--- config.mk ---
export PLATFORM = sky130hd
export DESIGN_NAME = vec_irq_ctrl
export DESIGN_NICKNAME = d
export VERILOG_FILES = /design/src/rtl/vic_pkg.sv /design/src/rtl/vic_bus_decode.sv /design/src/rtl/vic_status_bank.sv /design/src/rtl/vic_enable_bank.sv /design/src/rtl/vec_irq_ctrl.sv
export SDC_FILE = /design/constraint.sdc
export NUM_CORES = 1
export LEC_CHECK = 0
export ABC_CLOCK_PERIOD_IN_PS = 3110
export BUFFER_PORTS_ARGS = -buffer_cell sky130_fd_sc_hd__buf_4
export CAP_MARGIN = 25
export CORE_UTILIZATION = 25
export DETAILED_ROUTE_END_ITERATION = 8
export GPL_TIMING_DRIVEN = 0
export PLACE_DENSITY_LB_ADDON = 0.15
export SYNTH_ARGS = -nofsm -noshare
export SYNTH_HDL_FRONTEND = slang
export SYNTH_SLANG_ARGS = --single-unit
--- constraint.sdc ---
create_clock -name clk -period 3.11 [get_ports clk]
set_input_delay 0.622 -clock clk [delete_from_list [all_inputs] [get_ports clk]]
set_output_delay 0.622 -clock clk [all_outputs]
set_load 0.1 [all_outputs]
--- src/rtl/vic_pkg.sv ---
package vic_pkg;

  typedef enum logic [2:0] {
    A_STAT = 3'd0,
    A_PEND = 3'd1,
    A_ENAB = 3'd2,
    A_ACK  = 3'd3,
    A_ESET = 3'd4,
    A_ECLR = 3'd5,
    A_CTRL = 3'd6,
    A_RSVD = 3'd7
  } vic_addr_e;

  localparam int CTRL_ME_BIT = 0;
  localparam int CTRL_HW_BIT = 1;

  typedef struct packed {
    logic stat_wr;
    logic enab_wr;
    logic ack_wr;
    logic eset_wr;
    logic eclr_wr;
    logic ctrl_wr;
  } vic_wr_t;

endpackage

--- src/rtl/vic_bus_decode.sv ---
module vic_bus_decode
  import vic_pkg::*;
#(
  parameter int NUM_SRC = 32,
  parameter int DATA_W  = 32
) (
  input  logic [2:0]         addr,
  input  logic               we,
  input  logic [NUM_SRC-1:0] stat,
  input  logic [NUM_SRC-1:0] enab,
  input  logic               master_en,
  input  logic               hw_mode,
  output vic_wr_t            wr,
  output logic [DATA_W-1:0]  rdata
);

  vic_addr_e sel;
  assign sel = vic_addr_e'(addr);

  // write strobes: one per writable address
  always_comb begin
    wr = '0;
    if (we) begin
      unique case (sel)
        A_STAT:  wr.stat_wr = 1'b1;
        A_ENAB:  wr.enab_wr = 1'b1;
        A_ACK:   wr.ack_wr  = 1'b1;
        A_ESET:  wr.eset_wr = 1'b1;
        A_ECLR:  wr.eclr_wr = 1'b1;
        A_CTRL:  wr.ctrl_wr = 1'b1;
        default: wr = '0;
      endcase
    end
  end

  // read mux, zero padded to the bus width
  always_comb begin
    rdata = '0;
    unique case (sel)
      A_STAT: rdata[NUM_SRC-1:0] = stat;
      A_PEND: rdata[NUM_SRC-1:0] = stat & enab;
      A_ENAB: rdata[NUM_SRC-1:0] = enab;
      A_CTRL: begin
        rdata[CTRL_ME_BIT] = master_en;
        rdata[CTRL_HW_BIT] = hw_mode;
      end
      default: rdata = '0;
    endcase
  end

endmodule

--- src/rtl/vic_status_bank.sv ---
module vic_status_bank #(
  parameter int NUM_SRC = 32
) (
  input  logic               clk,
  input  logic               rst_n,
  input  logic               hw_mode,
  input  logic [NUM_SRC-1:0] req,
  input  logic               sw_wr,
  input  logic               ack_wr,
  input  logic [NUM_SRC-1:0] data,
  output logic [NUM_SRC-1:0] stat_q,
  output logic [NUM_SRC-1:0] rise_o
);

  logic [NUM_SRC-1:0] req_prev;

  for (genvar i = 0; i < NUM_SRC; i++) begin : g_bit
    logic clr_i;
    assign rise_o[i] = req[i] & ~req_prev[i];
    assign clr_i     = ack_wr & data[i];

    always_ff @(posedge clk or negedge rst_n) begin
      if (!rst_n) begin
        req_prev[i] <= 1'b0;
        stat_q[i]   <= 1'b0;
      end else begin
        req_prev[i] <= req[i];
        if (hw_mode) begin
          // a captured edge outranks an acknowledge in the same cycle
          stat_q[i] <= rise_o[i] | (stat_q[i] & ~clr_i);
        end else if (sw_wr) begin
          stat_q[i] <= data[i];
        end else if (clr_i) begin
          stat_q[i] <= 1'b0;
        end
      end
    end
  end

endmodule

--- src/rtl/vic_enable_bank.sv ---
module vic_enable_bank #(
  parameter int NUM_SRC = 32
) (
  input  logic               clk,
  input  logic               rst_n,
  input  logic               wr_full,
  input  logic               wr_set,
  input  logic               wr_clr,
  input  logic [NUM_SRC-1:0] data,
  output logic [NUM_SRC-1:0] en_q
);

  always_ff @(posedge clk or negedge rst_n) begin
    if (!rst_n) begin
      en_q <= '0;
    end else if (wr_full) begin
      en_q <= data;
    end else if (wr_set) begin
      en_q <= en_q | data;
    end else if (wr_clr) begin
      en_q <= en_q & ~data;
    end
  end

endmodule

--- src/rtl/vec_irq_ctrl.sv ---
module vec_irq_ctrl
  import vic_pkg::*;
#(
  parameter int NUM_SRC = 32,
  parameter int DATA_W  = 32
) (
  input  logic               clk,
  input  logic               rst_n,
  input  logic [NUM_SRC-1:0] irq_req,
  input  logic [2:0]         bus_addr,
  input  logic               bus_we,
  input  logic [DATA_W-1:0]  bus_wdata,
  output logic [DATA_W-1:0]  bus_rdata,
  output logic               irq_out
);

  vic_wr_t            wr;
  logic [NUM_SRC-1:0] wmask;
  logic [NUM_SRC-1:0] stat_q;
  logic [NUM_SRC-1:0] en_q;
  logic [NUM_SRC-1:0] req_rise;
  logic               master_en;
  logic               hw_mode;

  assign wmask = bus_wdata[NUM_SRC-1:0];

  vic_bus_decode #(.NUM_SRC(NUM_SRC), .DATA_W(DATA_W)) u_dec (
    .addr      (bus_addr),
    .we        (bus_we),
    .stat      (stat_q),
    .enab      (en_q),
    .master_en (master_en),
    .hw_mode   (hw_mode),
    .wr        (wr),
    .rdata     (bus_rdata)
  );

  vic_status_bank #(.NUM_SRC(NUM_SRC)) u_stat (
    .clk     (clk),
    .rst_n   (rst_n),
    .hw_mode (hw_mode),
    .req     (irq_req),
    .sw_wr   (wr.stat_wr),
    .ack_wr  (wr.ack_wr),
    .data    (wmask),
    .stat_q  (stat_q),
    .rise_o  (req_rise)
  );

  vic_enable_bank #(.NUM_SRC(NUM_SRC)) u_en (
    .clk     (clk),
    .rst_n   (rst_n),
    .wr_full (wr.enab_wr),
    .wr_set  (wr.eset_wr),
    .wr_clr  (wr.eclr_wr),
    .data    (wmask),
    .en_q    (en_q)
  );

  // control register: master gate plus one-way hardware-mode switch
  always_ff @(posedge clk or negedge rst_n) begin
    if (!rst_n) begin
      master_en <= 1'b0;
      hw_mode   <= 1'b0;
    end else if (wr.ctrl_wr) begin
      master_en <= bus_wdata[CTRL_ME_BIT];
      hw_mode   <= hw_mode | bus_wdata[CTRL_HW_BIT];
    end
  end

  always_ff @(posedge clk or negedge rst_n) begin
    if (!rst_n) begin
      irq_out <= 1'b0;
    end else begin
      irq_out <= master_en & (|(stat_q & en_q));
    end
  end

endmodule

==> results.sh, run 1 <==
export IMPL_place_congestion=0.773
export IMPL_hold_class="in -> async"
export IMPL_crit_chain="buf_4 -> buf_2 -> buf_2 -> buf_2 -> o22a_1 -> nor2_2 -> buf_4"
export IMPL_critPathBufInv=5
export IMPL_gr_total_overflow=0
export IMPL_dp_cells=921
export IMPL_stdcell_count=937
export IMPL_ys_flop_type="dfrtp_1"
export IMPL_critPathRequiredTime_ns=2.49
export IMPL_numCtsBuffers=9
export IMPL_fin_util_pct=33.6
export IMPL_vias=4690
export IMPL_final_common_cell="nand2_1"
export IMPL_worst_clock_skew_ns=0.00704
export IMPL_postCtsSetupRepairBufs=0
export IMPL_drc_errors=0
export IMPL_ys_ff_latch=99
export IMPL_max_stage_delay_ns=0.33
export IMPL_dieWidth_um=145
export IMPL_tightest_slew_ns=0.898
export IMPL_outcome="finished clean"
export IMPL_die_y_um=145
export IMPL_final_setup_tns_ns=0
export IMPL_post_dp_cell_area_um2=6290
export IMPL_grt_start_max_net_pins=65
export IMPL_final_max_slew_violation_count=0
export IMPL_drtIter0Drc=256
export IMPL_ff2ff_path_depth=5
export IMPL_critPathSlowestCell="buf_2"
export IMPL_synth_edf_count=0
export IMPL_yosysTopAreaCell="dfrtp_1"
export IMPL_routed_wl_um=17600
export IMPL_routed_via_density=5.01
export IMPL_cellPowerDensity_nw_per_um2=621
export IMPL_root_buffer="clkbuf_16"
export IMPL_rsz0062_at_grt="false"
export IMPL_worstReg2RegEnd="u_stat.stat_q[23]"
export IMPL_area_growth_syn_to_layout_pct=30.1
export IMPL_cp_max_fo=10
export IMPL_fillers=2062
export IMPL_start_util_pct=25.8
export IMPL_cp_top_family="buffers and inverters"
export IMPL_fin_crit_ns=2.81
export IMPL_ir_worst_vdd_mv=0.280
export IMPL_total_leakage_power_nw=2.84
export IMPL_ys_seq_area_share_pct=48.7
export IMPL_yosys_top_cells_area="dfrtp_1 (49%), nand2_1 (9.3%), a21oi_1 (6.1%)"
export IMPL_cts_resized=0
export IMPL_hpwl_um=12300
export IMPL_endpoint_kind="output pin"
export IMPL_synth_top_area_share_pct=48.7
export IMPL_finalSetupViolations=0
export IMPL_ctsHoldBuffers=0
export IMPL_hold_viol=0
export IMPL_htree_levels=3
export IMPL_syn_cell_area_um2=5090
export IMPL_startpoint_type="input port"
export IMPL_syn_area_per_cell_um2=9.21
export IMPL_clock_path_buffers=2
export IMPL_grt_pass1_wl_um=27100
export IMPL_yosysUniqueCellTypes=31
export IMPL_yosys_warnings=0
export IMPL_fmax_mhz=356
export IMPL_clkTransAtPathRegs_ns=0.07
export IMPL_rows=51
export IMPL_path_class="in -> out"
export IMPL_slew_headroom_pct=40.1
export IMPL_r2r_slack_ns=1.06
export IMPL_grt_pass1_vias=4736
export IMPL_drt_first_pass_iters=5
export IMPL_nets=737
export IMPL_die_area_um2=20900
export IMPL_ant_nets=0
export IMPL_coreArea_um2=19700
export IMPL_layout_worst_path_cycle_share_pct=90.3
export IMPL_critical_path_depth=7
export IMPL_cts_sinks=99
export IMPL_antenna_found_initial=0
export IMPL_ios=103
export IMPL_fin_area_um2=6620
export IMPL_crit_top_cell="buf_2"
export IMPL_io_buffer_count=102
export IMPL_grt_usage_pct=17.8
export IMPL_drive_above_1_share_pct=25.4
export IMPL_critPathArrivalTime_ns=2.19
export IMPL_drv_cap=0
export IMPL_async_flop_share_pct=100
export IMPL_reg2reg_from="hw_mode"
export IMPL_tritoncts="built"
export IMPL_n_antenna_cell=0
export IMPL_clk_latency_ns=0.36
export IMPL_layout_common_cells="nand2_1 (126), buf_4 (105), dfrtp_1 (99)"
export IMPL_syn_nets=623
export IMPL_wl_per_cell_um=18.8
export IMPL_syn_inst=553
## cells by family (layout without fill, tap and decap cells)
kind of cell	Yosys count	count (layout)	synth area share (%)
DFF	99	99	48.7
and+or+nand+nor	213	213	17.8
buffers and inverters	45	164	4.52
muxes	33	33	6.56
AOI/OAI and AO/OA	163	163	22.4
## where the power goes
group	internal, W	leakage, nW	switching [W]
registers	0.00147	1.15	0.000157
logic	0.000413	1.53	0.000818
clock network	0.000729	0.163	0.000521
## routing by layer
metal  global-route usage [%]  vias up  wire (um)
met5                        0        -          0
met2                     29.1      137       8400
li1                         -     2232          -
met3                     3.55       13        875
met1                     23.5     2308       8110
met4                     5.21        0        231
## layout make-up
type                    count  area, um2  share of cell area (%)
repair buffers            103        793                    12.0
clock buffers              10        239                    3.61
multi-input cells         409       2460                    37.2
plain buffers              45        230                    3.48
clock inverters             6       87.6                    1.32
flip-flops and latches     99       2480                    37.4
well taps                 265        332                    5.01
## Yosys cell counts, types with 2 or more instances
cell and count:
o211ai_1 32, o2bb2ai_1 30, dfrtp_1 99, nor2_1 33, buf_2 10, a21oi_1 62
nand2_1 126, nand4_1 7, clkbuf_1 27, a211oi_1 2, nand2b_1 2, mux2i_1 30
buf_6 5, a22oi_1 3, nor4_1 2, nand3_1 36, buf_4 3, mux2_2 2
o22a_1 30
## worst max path at each step
stage	start	to	slack, ns
3_5_place_dp	bus_addr[1]	bus_rdata[16]	0.29
3_3_place_gp	bus_addr[1]	bus_rdata[11]	0.32
4_1_cts	bus_addr[1]	bus_rdata[16]	0.29
2_1_floorplan	bus_addr[1]	bus_rdata[0]	-0.01
6_report	bus_addr[1]	bus_rdata[20]	0.30
5_1_grt	bus_addr[1]	bus_rdata[16]	0.22
## stage by stage
stage               setup WS, ns  hold WS [ns]  power [W]
detailed placement         0.295         0.441    0.00289
floorplan                -0.0140         0.326    0.00249
global route               0.220         0.265    0.00433
global placement           0.319         0.435    0.00286
CTS                        0.289         0.253    0.00417
finish                     0.303         0.230    0.00411
No activity file was read; power rests on OpenSTA's default activity.
==> run 2: changes to the inputs <==
Settings changed: CORE_UTILIZATION 25 to 55, CTS_BUF_LIST from default to sky130_fd_sc_hd__clkbuf_8 sky130_fd_sc_hd__clkbuf_16.
==> run 2 against run 1 <==
Against the previous run: the flow now finishes with violations (DRC); routed wire length down 18%; first-iteration DRC count up 32%; register-to-register slack better by 0.17 ns; largest power group unchanged.
==> results.sh, run 2 (same netlist as run 1, synthesis figures left out) <==
export IMPL_path_class="in -> out"
export IMPL_place_congestion=0.822
export IMPL_register_area_um2=2480
export IMPL_ir_worst_vdd_mv=0.388
export IMPL_grt_pass1_wl_um=23500
export IMPL_dr_wl_met2_um=7030
export IMPL_tightest_slew_ns=0.791
export IMPL_hold_class="in -> async"
export IMPL_gr_total_overflow=0
export IMPL_ff2ff_path_depth=5
export IMPL_rsz0062_at_grt="false"
export IMPL_critPathRequiredTime_ns=2.49
export IMPL_cts_sinks=99
export IMPL_slew_headroom_pct=47.3
export IMPL_post_dp_cell_area_um2=6100
export IMPL_die_y_um=98.2
export IMPL_startpoint_type="input port"
export IMPL_dieWidth_um=98.2
export IMPL_grt_pass1_vias=4704
export IMPL_layout_worst_path_cycle_share_pct=87.9
export IMPL_finalSetupViolations=0
export IMPL_power_internal_w=0.00250
export IMPL_critPathArrivalTime_ns=2.11
export IMPL_finalHoldWorstSlack_ns=0.272
export IMPL_route_met3_wl_um=1130
export IMPL_routed_wl_um=14400
export IMPL_final_max_slew_violation_count=0
export IMPL_outcome="complete, but fails checks"
export IMPL_htree_levels=3
export IMPL_netSwitchingPower_w=0.00142
export IMPL_vias=4781
export IMPL_clkTransAtPathRegs_ns=0.09
export IMPL_fillers=701
export IMPL_stdcell_count=780
export IMPL_ios=103
export IMPL_layout_common_cells="nand2_1 (126), buf_4 (105), dfrtp_1 (99)"
export IMPL_die_area_um2=9650
export IMPL_n_antenna_cell=0
export IMPL_area_growth_syn_to_layout_pct=25.0
export IMPL_drive_above_1_share_pct=25.3
export IMPL_clock_path_buffers=2
export IMPL_combPwrFrac_pct=31.0
export IMPL_final_common_cell="nand2_1"
export IMPL_io_buffer_count=102
export IMPL_wl_per_cell_um=18.5
export IMPL_postCtsSetupRepairBufs=0
export IMPL_violations="DRC"
export IMPL_fmax_mhz=366
export IMPL_start_util_pct=57.5
export IMPL_coreArea_um2=8850
export IMPL_cellPowerDensity_nw_per_um2=616
export IMPL_numCtsBuffers=9
export IMPL_rows=34
export IMPL_fin_crit_ns=2.73
export IMPL_drc_errors=4
export IMPL_tritoncts="built"
export IMPL_fin_area_um2=6360
export IMPL_power_w=0.00392
export IMPL_p_seq_share_pct=41.5
export IMPL_drt_first_pass_iters=9
export IMPL_hpwl_um=10100
export IMPL_grt_start_max_net_pins=52
export IMPL_wl_met1_um=6000
export IMPL_cts_resized=0
export IMPL_routed_via_density=6.13
export IMPL_endpoint_kind="output pin"
export IMPL_worst_clock_skew_ns=0.0129
export IMPL_p_clk_share_pct=27.5
export IMPL_dp_cells=764
export IMPL_ctsHoldBuffers=0
export IMPL_p_sw_share_pct=36.2
export IMPL_topRoutingLayerUsed="met4"
export IMPL_drtIter0Drc=339
export IMPL_grt_usage_pct=31.8
export IMPL_antenna_found_initial=0
export IMPL_nets=737
export IMPL_drv_cap=0
export IMPL_total_leakage_power_nw=2.81
export IMPL_multi_input_area_um2=2460
export IMPL_cp_max_fo=10
export IMPL_ant_nets=0
export IMPL_final_setup_tns_ns=0
export IMPL_hold_viol=0
export IMPL_clk_latency_ns=0.38
export IMPL_root_buffer="clkbuf_8"
-- run 2: changes by cell type in the layout (fill, tap and decap cells not counted), sizes merged --
cell / previous run / this run
clkinv: 3 / 0
bufinv: 2 / 4
clkbuf: 37 / 36
clkinvlp: 0 / 1
inv: 1 / 2
-- run 2: per-stage QoR --
step | utilization (%) | setup WS (ns)
final | 71.9 | 0.376
after global routing | 71.9 | 0.285
after CTS | 71.9 | 0.389
after detailed placement | 68.9 | 0.396
after global placement | 68.6 | 0.412
after floorplan | - | -0.0140
-- run 2: area by class of cell --
class	count	area share [%]
flip-flops and latches	99	38.9
multi-input cells	409	38.7
repair buffers	103	12.5
plain buffers	45	3.62
clock inverters	7	2.20
well taps	108	2.12
clock buffers	9	1.95
-- run 2: metal layers --
metal / up-vias / track usage (%)
met2: 220 / 52.1
met3: 30 / 7.52
met1: 2308 / 41.7
li1: 2223 / -
met5: - / 0
met4: 0 / 10.8
-- run 2: worst paths after layout --
path                                     from                  end  slack (ns)
max                               bus_addr[1]        bus_rdata[12]        0.38
min                                     rst_n  u_stat.req_prev[14]        0.27
max reg2reg                           hw_mode     u_stat.stat_q[8]        1.23
min reg2reg                u_stat.req_prev[4]     u_stat.stat_q[4]        0.45
max in group asynchronous               rst_n  u_stat.req_prev[19]        2.15
min in group clk                  irq_req[25]  u_stat.req_prev[25]        0.35
-- run 2: critical path, cell delays in order --
cell	delay (ns)
buf_4	0.12
buf_2	0.27
buf_2	0.32
buf_2	0.29
o22a_1	0.19
nor2_2	0.04
buf_4	0.26
-- run 2: power groups by stage --
| stage | registers, W | logic, W | clock network (W) |
|---|---|---|---|
| after global routing | 0.00165 | 0.00130 | 0.00114 |
| after CTS | 0.00162 | 0.00121 | 0.00110 |
| final | 0.00163 | 0.00122 | 0.00108 |
| after detailed placement | 0.00165 | 0.00121 | 0 |
| after global placement | 0.00163 | 0.00117 | 0 |
| after floorplan | 0.00163 | 0.000863 | 0 |
==> run 3: changes to the inputs <==
Settings changed: CORE_ASPECT_RATIO from default to 1.1.
==> run 3 against run 2 <==
Against the previous run: the run now ends clean; maximum frequency decreased by 0.44%; first-iteration DRC count down 6.8%; non-clock buffer count did not move; total power fell by 7.3%; via count grew 0.31%; critical path depth did not move.
==> results.sh, run 3 (same netlist as run 1, synthesis figures left out) <==
export IMPL_combPwrFrac_pct=33.5
export IMPL_ant_nets=0
export IMPL_clock_path_buffers=2
export IMPL_ios=103
export IMPL_worst_clock_skew_ns=0.00488
export IMPL_die_area_um2=9650
export IMPL_post_dp_cell_area_um2=6110
export IMPL_n_antenna_cell=0
export IMPL_rsz0062_at_grt="false"
export IMPL_ctsHoldBuffers=0
export IMPL_numCtsBuffers=9
export IMPL_nets=737
export IMPL_fin_util_pct=70.4
export IMPL_p_clk_share_pct=21.7
export IMPL_path_class="in -> out"
export IMPL_gr_total_overflow=0
export IMPL_crit_path_end="bus_rdata[12]"
export IMPL_hpwl_um=10400
export IMPL_cp_max_fo=10
export IMPL_final_setup_tns_ns=0
export IMPL_layout_worst_path_cycle_share_pct=88.3
export IMPL_critPathRequiredTime_ns=2.49
export IMPL_route_met3_wl_um=978
export IMPL_outcome="finished clean"
export IMPL_power_w=0.00363
export IMPL_netSwitchingPower_w=0.00139
export IMPL_layout_common_cells="nand2_1 (126), buf_4 (105), dfrtp_1 (99)"
export IMPL_coreArea_um2=8920
export IMPL_fmax_mhz=364
export IMPL_place_congestion=0.833
export IMPL_wl_met1_um=6110
export IMPL_start_util_pct=57.1
export IMPL_drv_cap=0
export IMPL_cellPowerDensity_nw_per_um2=578
export IMPL_fillers=711
export IMPL_total_leakage_power_nw=2.78
export IMPL_power_internal_w=0.00224
export IMPL_dr_wl_met2_um=7290
export IMPL_root_buffer="clkbuf_8"
export IMPL_grt_usage_pct=32.0
export IMPL_postCtsSetupRepairBufs=0
export IMPL_finalSetupViolations=0
export IMPL_drc_errors=0
export IMPL_hold_viol=0
export IMPL_critPathArrivalTime_ns=2.12
export IMPL_endpoint_kind="output pin"
export IMPL_multi_input_area_um2=2460
export IMPL_final_common_cell="nand2_1"
export IMPL_ff2ff_path_depth=5
export IMPL_grt_pass1_vias=4672
export IMPL_wl_per_cell_um=18.7
export IMPL_routed_via_density=6.11
export IMPL_io_buffer_count=102
export IMPL_vias=4796
export IMPL_dp_worst_setup_slack_ns=0.386
export IMPL_register_area_um2=2480
export IMPL_dieWidth_um=93.7
export IMPL_p_seq_share_pct=44.7
export IMPL_clk_latency_ns=0.36
export IMPL_htree_levels=3
export IMPL_area_growth_syn_to_layout_pct=23.4
export IMPL_tightest_slew_ns=0.772
export IMPL_startpoint="bus_addr[1]"
export IMPL_drt_first_pass_iters=7
export IMPL_routed_wl_um=14700
export IMPL_fin_crit_ns=2.75
export IMPL_final_max_slew_violation_count=0
export IMPL_rows=36
export IMPL_cts_resized=0
export IMPL_topRoutingLayerUsed="met4"
export IMPL_hold_class="in -> async"
export IMPL_ir_worst_vdd_mv=0.363
export IMPL_antenna_found_initial=0
export IMPL_r2r_slack_ns=1.17
export IMPL_drive_above_1_share_pct=24.9
export IMPL_grt_pass1_wl_um=23300
export IMPL_worstReg2RegEnd="u_stat.stat_q[27]"
export IMPL_grt_start_max_net_pins=51
export IMPL_startpoint_type="input port"
export IMPL_die_y_um=103
export IMPL_clkTransAtPathRegs_ns=0.08
export IMPL_fin_area_um2=6280
export IMPL_drtIter0Drc=316
export IMPL_reg2reg_from="hw_mode"
export IMPL_slew_headroom_pct=48.5
export IMPL_tritoncts="built"
export IMPL_fin_ws_ns=0.364
export IMPL_p_sw_share_pct=38.3
export IMPL_cts_sinks=99
-- run 3: how the worst min path moves through the flow --
stage	from	endpoint	slack (ns)	depth (start not counted)
3_3_place_gp	u_stat.req_prev[6]	u_stat.stat_q[6]	0.44	1
2_1_floorplan	rst_n	async pin	0.33	0
4_1_cts	rst_n	u_stat.stat_q[14]	0.31	1
6_report	rst_n	u_stat.stat_q[14]	0.29	1
3_5_place_dp	u_stat.req_prev[24]	u_stat.stat_q[24]	0.45	1
5_1_grt	rst_n	u_stat.stat_q[14]	0.33	1
-- run 3: layer usage --
layer / track usage, % / up-vias
li1: - / 2221
met1: 42.9 / 2345
met2: 52.7 / 208
met3: 4.42 / 22
met4: 13.4 / 0
met5: 0 / -
-- run 3: critical path: stages --
cell and delay [ns]:
buf_4 0.11, buf_2 0.26, buf_2 0.32, buf_2 0.31, o22a_1 0.19, nor2_2 0.04, buf_4 0.26
-- run 3: final cells by class --
| class | instances | share of cell area [%] |
|---|---|---|
| Timing Repair Buffer | 103 | 12.6 |
| Tap cell | 114 | 2.27 |
| Clock inverter | 6 | 0.817 |
| Clock buffer | 9 | 1.97 |
| Multi-Input combinational cell | 409 | 39.2 |
| Buffer | 45 | 3.67 |
| Sequential cell | 99 | 39.4 |
-- run 3: through the flow --
stage	instances	hold slack, ns
final	785	0.293
after CTS	785	0.314
after detailed placement	770	0.447
after global placement	769	0.437
after floorplan	553	0.326
after global routing	785	0.333
-- run 3: power groups by stage --
stage,Clock [W],Sequential (W),Combinational (W)
after floorplan,0,0.00163,0.000863
after global placement,0,0.00163,0.00117
after detailed placement,0,0.00165,0.00122
after CTS,0.000798,0.00162,0.00122
after global routing,0.000843,0.00165,0.00131
final,0.000789,0.00163,0.00122
